--- src/rtl/despread_pkg.sv ---
package despread_pkg;

    localparam int CODE_LEN = 11;
    // bit k set: chip k of the code is +1 (chip 0 is the first one received)
    localparam logic [CODE_LEN-1:0] CODE_PLUS = 11'b000_1110_1101;

    typedef enum logic [1:0] {
        PH_0   = 2'd0,
        PH_90  = 2'd1,
        PH_180 = 2'd2,
        PH_270 = 2'd3
    } phase_e;

    typedef struct packed {
        logic   vld;
        logic   pair;
        phase_e phase;
    } decision_t;

    function automatic logic [1:0] phase_to_dibit(input phase_e p);
        case (p)
            PH_0:    return 2'b00;
            PH_90:   return 2'b01;
            PH_180:  return 2'b11;
            default: return 2'b10;
        endcase
    endfunction

    function automatic phase_e pick_phase(input logic re_neg, input logic im_neg,
                                          input logic im_dominant, input logic pair);
        if (!pair || !im_dominant)
            return re_neg ? PH_180 : PH_0;
        return im_neg ? PH_270 : PH_90;
    endfunction

endpackage

--- src/rtl/despread_correlator.sv ---
module despread_correlator
    import despread_pkg::*;
#(
    parameter int SAMPLE_W = 8,
    parameter int ACC_W    = SAMPLE_W + 4
) (
    input  logic                       clk,
    input  logic                       rst,
    input  logic                       chip_vld,
    input  logic                       chip_sync,
    input  logic signed [SAMPLE_W-1:0] chip_i,
    input  logic signed [SAMPLE_W-1:0] chip_q,
    output logic                       sym_vld,
    output logic                       sym_first,
    output logic signed [ACC_W-1:0]    sym_i,
    output logic signed [ACC_W-1:0]    sym_q
);
    localparam int IDX_W = $clog2(CODE_LEN);
    localparam logic [IDX_W-1:0] LAST_IDX = IDX_W'(CODE_LEN - 1);

    logic [IDX_W-1:0]        idx_q, idx_eff;
    logic                    fresh_q, fresh_eff, code_bit;
    logic signed [ACC_W-1:0] acc_i_q, acc_q_q;
    logic signed [ACC_W-1:0] base_i, base_q, term_i, term_q, next_i, next_q;

    always_comb begin
        idx_eff   = chip_sync ? '0 : idx_q;
        fresh_eff = chip_sync | fresh_q;
        code_bit  = CODE_PLUS[idx_eff];
        base_i    = (idx_eff == '0) ? '0 : acc_i_q;
        base_q    = (idx_eff == '0) ? '0 : acc_q_q;
        term_i    = code_bit ? ACC_W'(chip_i) : -ACC_W'(chip_i);
        term_q    = code_bit ? ACC_W'(chip_q) : -ACC_W'(chip_q);
        next_i    = base_i + term_i;
        next_q    = base_q + term_q;
    end

    always_ff @(posedge clk) begin
        if (rst) begin
            idx_q     <= '0;
            fresh_q   <= 1'b1;
            acc_i_q   <= '0;
            acc_q_q   <= '0;
            sym_vld   <= 1'b0;
            sym_first <= 1'b0;
            sym_i     <= '0;
            sym_q     <= '0;
        end else begin
            sym_vld <= 1'b0;
            if (chip_vld) begin
                if (idx_eff == LAST_IDX) begin
                    sym_vld   <= 1'b1;
                    sym_first <= fresh_eff;
                    sym_i     <= next_i;
                    sym_q     <= next_q;
                    fresh_q   <= 1'b0;
                    idx_q     <= '0;
                end else begin
                    acc_i_q <= next_i;
                    acc_q_q <= next_q;
                    fresh_q <= fresh_eff;
                    idx_q   <= idx_eff + 1'b1;
                end
            end
        end
    end

endmodule

--- src/rtl/despread_phase_detect.sv ---
module despread_phase_detect
    import despread_pkg::*;
#(
    parameter int ACC_W = 12
) (
    input  logic                    clk,
    input  logic                    rst,
    input  logic                    sym_vld,
    input  logic                    sym_first,
    input  logic signed [ACC_W-1:0] sym_i,
    input  logic signed [ACC_W-1:0] sym_q,
    input  logic                    rate_2m,
    output decision_t               dec
);
    localparam int PROD_W = 2 * ACC_W + 2;

    logic signed [ACC_W-1:0]  ref_i, ref_q;
    logic signed [PROD_W-1:0] re, im, mag_re, mag_im;
    logic                     im_dom;

    // current estimate times the conjugate of the reference
    always_comb begin
        re     = PROD_W'(sym_i) * PROD_W'(ref_i) + PROD_W'(sym_q) * PROD_W'(ref_q);
        im     = PROD_W'(sym_q) * PROD_W'(ref_i) - PROD_W'(sym_i) * PROD_W'(ref_q);
        mag_re = re[PROD_W-1] ? -re : re;
        mag_im = im[PROD_W-1] ? -im : im;
        im_dom = mag_im > mag_re;
    end

    always_ff @(posedge clk) begin
        if (rst) begin
            ref_i <= '0;
            ref_q <= '0;
            dec   <= '0;
        end else begin
            dec.vld <= 1'b0;
            if (sym_vld) begin
                ref_i <= sym_i;
                ref_q <= sym_q;
                if (!sym_first) begin
                    dec.vld   <= 1'b1;
                    dec.pair  <= rate_2m;
                    dec.phase <= pick_phase(re[PROD_W-1], im[PROD_W-1], im_dom, rate_2m);
                end
            end
        end
    end

endmodule

--- src/rtl/despread_serializer.sv ---
module despread_serializer
    import despread_pkg::*;
(
    input  logic      clk,
    input  logic      rst,
    input  decision_t dec,
    output logic      bit_vld,
    output logic      bit_out
);
    logic [1:0] dibit;
    logic       pend_vld, pend_bit;

    always_comb dibit = phase_to_dibit(dec.phase);

    always_ff @(posedge clk) begin
        if (rst) begin
            bit_vld  <= 1'b0;
            bit_out  <= 1'b0;
            pend_vld <= 1'b0;
            pend_bit <= 1'b0;
        end else if (dec.vld) begin
            bit_vld  <= 1'b1;
            bit_out  <= dec.pair ? dibit[1] : (dec.phase == PH_180);
            pend_vld <= dec.pair;
            pend_bit <= dibit[0];
        end else if (pend_vld) begin
            bit_vld  <= 1'b1;
            bit_out  <= pend_bit;
            pend_vld <= 1'b0;
        end else begin
            bit_vld <= 1'b0;
        end
    end

endmodule

--- src/rtl/barker_diff_despreader.sv ---
module barker_diff_despreader
    import despread_pkg::*;
#(
    parameter int SAMPLE_W = 8,
    parameter int ACC_W    = SAMPLE_W + 4
) (
    input  logic                       clk,
    input  logic                       rst,
    input  logic                       chip_vld,
    input  logic                       chip_sync,
    input  logic signed [SAMPLE_W-1:0] chip_i,
    input  logic signed [SAMPLE_W-1:0] chip_q,
    input  logic                       rate_2m,
    output logic                       bit_vld,
    output logic                       bit_out
);
    logic                    sym_vld, sym_first;
    logic signed [ACC_W-1:0] sym_i, sym_q;
    decision_t               dec;

    despread_correlator #(.SAMPLE_W(SAMPLE_W), .ACC_W(ACC_W)) u_corr (
        .clk       (clk),
        .rst       (rst),
        .chip_vld  (chip_vld),
        .chip_sync (chip_sync),
        .chip_i    (chip_i),
        .chip_q    (chip_q),
        .sym_vld   (sym_vld),
        .sym_first (sym_first),
        .sym_i     (sym_i),
        .sym_q     (sym_q)
    );

    despread_phase_detect #(.ACC_W(ACC_W)) u_phase (
        .clk       (clk),
        .rst       (rst),
        .sym_vld   (sym_vld),
        .sym_first (sym_first),
        .sym_i     (sym_i),
        .sym_q     (sym_q),
        .rate_2m   (rate_2m),
        .dec       (dec)
    );

    despread_serializer u_ser (
        .clk     (clk),
        .rst     (rst),
        .dec     (dec),
        .bit_vld (bit_vld),
        .bit_out (bit_out)
    );

endmodule

--- config.mk ---
export PLATFORM = sky130hd
export DESIGN_NAME = barker_diff_despreader
export DESIGN_NICKNAME = d
export VERILOG_FILES = /design/src/rtl/despread_pkg.sv /design/src/rtl/despread_correlator.sv /design/src/rtl/despread_phase_detect.sv /design/src/rtl/despread_serializer.sv /design/src/rtl/barker_diff_despreader.sv
export SDC_FILE = /design/constraint.sdc
export NUM_CORES = 2
export LEC_CHECK = 0
export ABC_CLOCK_PERIOD_IN_PS = 16100
export BUFFER_PORTS_ARGS = -buffer_cell sky130_fd_sc_hd__buf_2
export CAP_MARGIN = 40
export CORE_AREA = 5 5 241 243
export CTS_CLUSTER_DIAMETER = 60
export CTS_CLUSTER_SIZE = 20
export DETAILED_ROUTE_END_ITERATION = 8
export DIE_AREA = 0 0 246 248
export PLACE_DENSITY = 0.71
export SKIP_LAST_GASP = 1
export SYNTH_ARGS = -nofsm -noshare
export SYNTH_HDL_FRONTEND = slang
export SYNTH_SLANG_ARGS = --single-unit
export TNS_END_PERCENT = 100
--- constraint.sdc ---
create_clock -name clk -period 16.1 [get_ports clk]
set_input_delay 4.83 -clock clk [delete_from_list [all_inputs] [get_ports clk]]
set_output_delay 4.83 -clock clk [all_outputs]
set_load 0.1 [all_outputs]
==> flow_summary.ini <==
[outcome]
status = finished, final reports clean

[critical_path]
end_kind = flop
worstPathRequired_ps = 16430
cpPeakStageDelay_ps = 900
cp_common_cell = a21oi_1
r2r_cells = 39
slowest_stage = dfxtp_1
r2r_start = u_phase.ref_i[1]
crit_arrival_ps = 10490
crit_family = compound AO/OA/AOI/OAI gates
rr_endpoint = u_phase.dec[1]
cp-start-kind = flop
crit_buf_inv = 2
cp_num_cells = 39
r2r_slack_ps = 5940
worst-setup-path-type = reg2reg
critPathMaxFanout = 25

[hold_path]
hold_end = u_corr.acc_i_q[0]
min_path_cells = 2
worstHoldStart = u_corr.acc_i_q[0]
hp-class = reg2reg

[timing]
finalSetupViolCount = 0
skew_ps = 26.3
report.final.slew_viol_count = 0
fmax_mhz = 98.4
holdWs_ps = 452
finalSetupTns_ps = 0
min_period_ps = 10160
hold_violations = 0
worstMarginPinSlew_ps = 888
setup_ws_ps = 5940
period_share_pct = 63.1
slew_headroom_pct = 40.1
grt_setup_unrepaired = no

[detailed_routing]
final_antenna_net_count = 0
viasPerCell = 5.48
drt-pass1-iter-count = 5
wl_per_cell_um = 17.4
drt_iter0_drc = 1575
vias = 23500
drc_errors = 0
wl_mm = 74.5

[die]
initial_core_util_pct = 54.4
boundaryPins = 23
die_area_sq_mm = 0.0610
die_y_um = 248
core_sq_mm = 0.0557
num_rows = 87
fp.dieW_um = 246

[power_and_ir_drop]
p_sw_share_pct = 29.7
comb_power_share_pct = 11.1
power_density_mw_per_mm2 = 15.9
p_int_w = 0.000354
peakVddDrop_mv = 0.0472
p_sw_w = 0.000149
power.leakage_nw = 16.2
power.share.clock_pct = 44.6
seqPwrFrac_pct = 44.3

[synth]
synth_warnings = 0
synth_compound_area_share_pct = 9.35
synth_top_family_by_area = adder cells
syn_inst = 3591
synth_cell_types = 86
synthArstFlopShare_pct = 0
synth.mux.area_fraction_pct = 1.10
synth_xor_xnor_area_share_pct = 6.04
synth_edf_count = 0
yosys.area_share.simple_pct = 17.9
ys_seq_area_share_pct = 5.74
avgSynthCellArea_sq_um = 8.44
yosys_register_bits = 87
synth_top_flop_cell = dfxtp_1
synth_fa_ha_area_share_pct = 49.3
syn-cell-area_sq_mm = 0.0303
syn_nets = 4474

[run]
cap_violations = 0

[global_route]
track_usage_pct = 25.0
grt_max_degree = 77
antenna_found_initial = 0
grt_overflow = 0
grt_pass1_vias = 23500
grt_pass1_wl_mm = 122

[layout]
final_util_pct = 56.7
fin_nets = 4412
final_layout_size_suffix_gt1_share_pct = 3.65
fillers = 5113
area_delta_synth_final_pct = 4.19
final_common_cell = inv_1
final_cell_mix = inv_1, fa_1, nand2_1
instances_no_fill = 4290
antenna_cells = 0

[clock_tree]
root_buffer = clkbuf_16
hold_buffers = 0
clk_pin_slew_worst_paths_ps = 100
cts_buffer_depth = 2
cts_resized = 0
cts_htree_levels = 3
numCtsBuffers = 9
clock-sinks = 87
post_cts_buffers = 0
cts_tree = built
clock_latency_ps = 380

[placement]
io_buffers = 22
gp_routability_congestion = 0.901
post-dp-hpwl_mm = 60.6
dpl_worst_slack_ps = 6030
placed_cells = 4274
-- cell type report --
class | count | area [sq um] | area share [%]
repair buffers | 77 | 599 | 1.90
inverters | 691 | 2590 | 8.21
flip-flops and latches | 87 | 1740 | 5.51
clock inverters | 7 | 81.3 | 0.257
multi-input cells | 2663 | 25400 | 80.4
clock buffers | 9 | 225 | 0.713
well taps | 756 | 946 | 2.99
-- Yosys cell counts (all sizes together), types with 9 or more instances --
cell type,number,area [sq um]
buf,10,63.8
o31ai,13,108
mux2i,30,300
nand2,461,1730
and3,10,62.6
nand2b,36,240
xnor2,139,1220
a21o,35,263
nand3,31,160
xor2,70,613
o21ai,78,390
fa,556,11100
nor2b,24,150
o21bai,33,248
o41ai,9,97.6
ha,306,3830
a211oi,15,123
nor3,43,243
a31oi,12,90.1
clkbuf,140,526
nand4,10,62.6
nor2,187,704
inv,691,2590
a21oi,172,883
o21a,14,105
or3,16,100
dfxtp,87,1740
and2,258,1610
-- power groups by stage --
stage          Combinational (W)  Clock [W]  Sequential (W)
2_1_floorplan          0.0000418          0        0.000227
5_1_grt                0.0000635   0.000235        0.000224
3_5_place_dp           0.0000556          0        0.000228
3_3_place_gp           0.0000540          0        0.000228
6_report               0.0000556   0.000224        0.000223
4_1_cts                0.0000558   0.000226        0.000223
-- through the flow --
step           power [W]  cell area, sq um
2_1_floorplan   0.000269             30300
3_3_place_gp    0.000282             31100
3_5_place_dp    0.000283             31300
4_1_cts         0.000505             31600
5_1_grt         0.000522             31600
6_report        0.000503             31600
-- worst min-delay path, stage by stage (launching register included) --
cell,delay [ps]
dfxtp_1,310
nand2_1,50
a21oi_1,50
-- worst max path at each step --
stage	from	end	slack (ps)
floorplan	u_corr.sym_q[3]	u_phase.dec[1]	7130
global placement	u_phase.ref_q[1]	u_phase.dec[1]	5920
detailed placement	u_phase.ref_i[1]	u_phase.dec[1]	6030
CTS	u_phase.ref_i[1]	u_phase.dec[1]	6000
global route	u_phase.ref_i[1]	u_phase.dec[1]	5220
finish	u_phase.ref_i[1]	u_phase.dec[1]	5940
-- flip-flops by register name (all words and copies together), names as in the netlist, 4 cells and up --
name	flops
u_corr.sym_q	12
u_corr.idx_q	4
u_corr.acc_i_q	12
u_corr.sym_i	12
u_corr.acc_q_q	12
u_phase.ref_q	12
u_phase.dec	4
u_phase.ref_i	12
-- layer usage --
metal / track usage, % / wire length, um
met1: 35.0 / 32700
met5: 0 / 0
met3: 3.08 / 4590
met2: 40.6 / 34500
met4: 8.20 / 2690
-- kinds of logic (layout without fill, tap and decap cells) --
logic type / Yosys count / after routing
buffers and inverters: 841 / 784
adders and majority gates: 862 / 862
xor gates and xnor gates: 209 / 209
muxes: 33 / 33
and+or+nand+nor: 1118 / 1118
DFF: 87 / 87
other: 2 / 2
AOI/OAI and AO/OA: 439 / 439
Note: power is estimated with default switching activity, not from simulation.
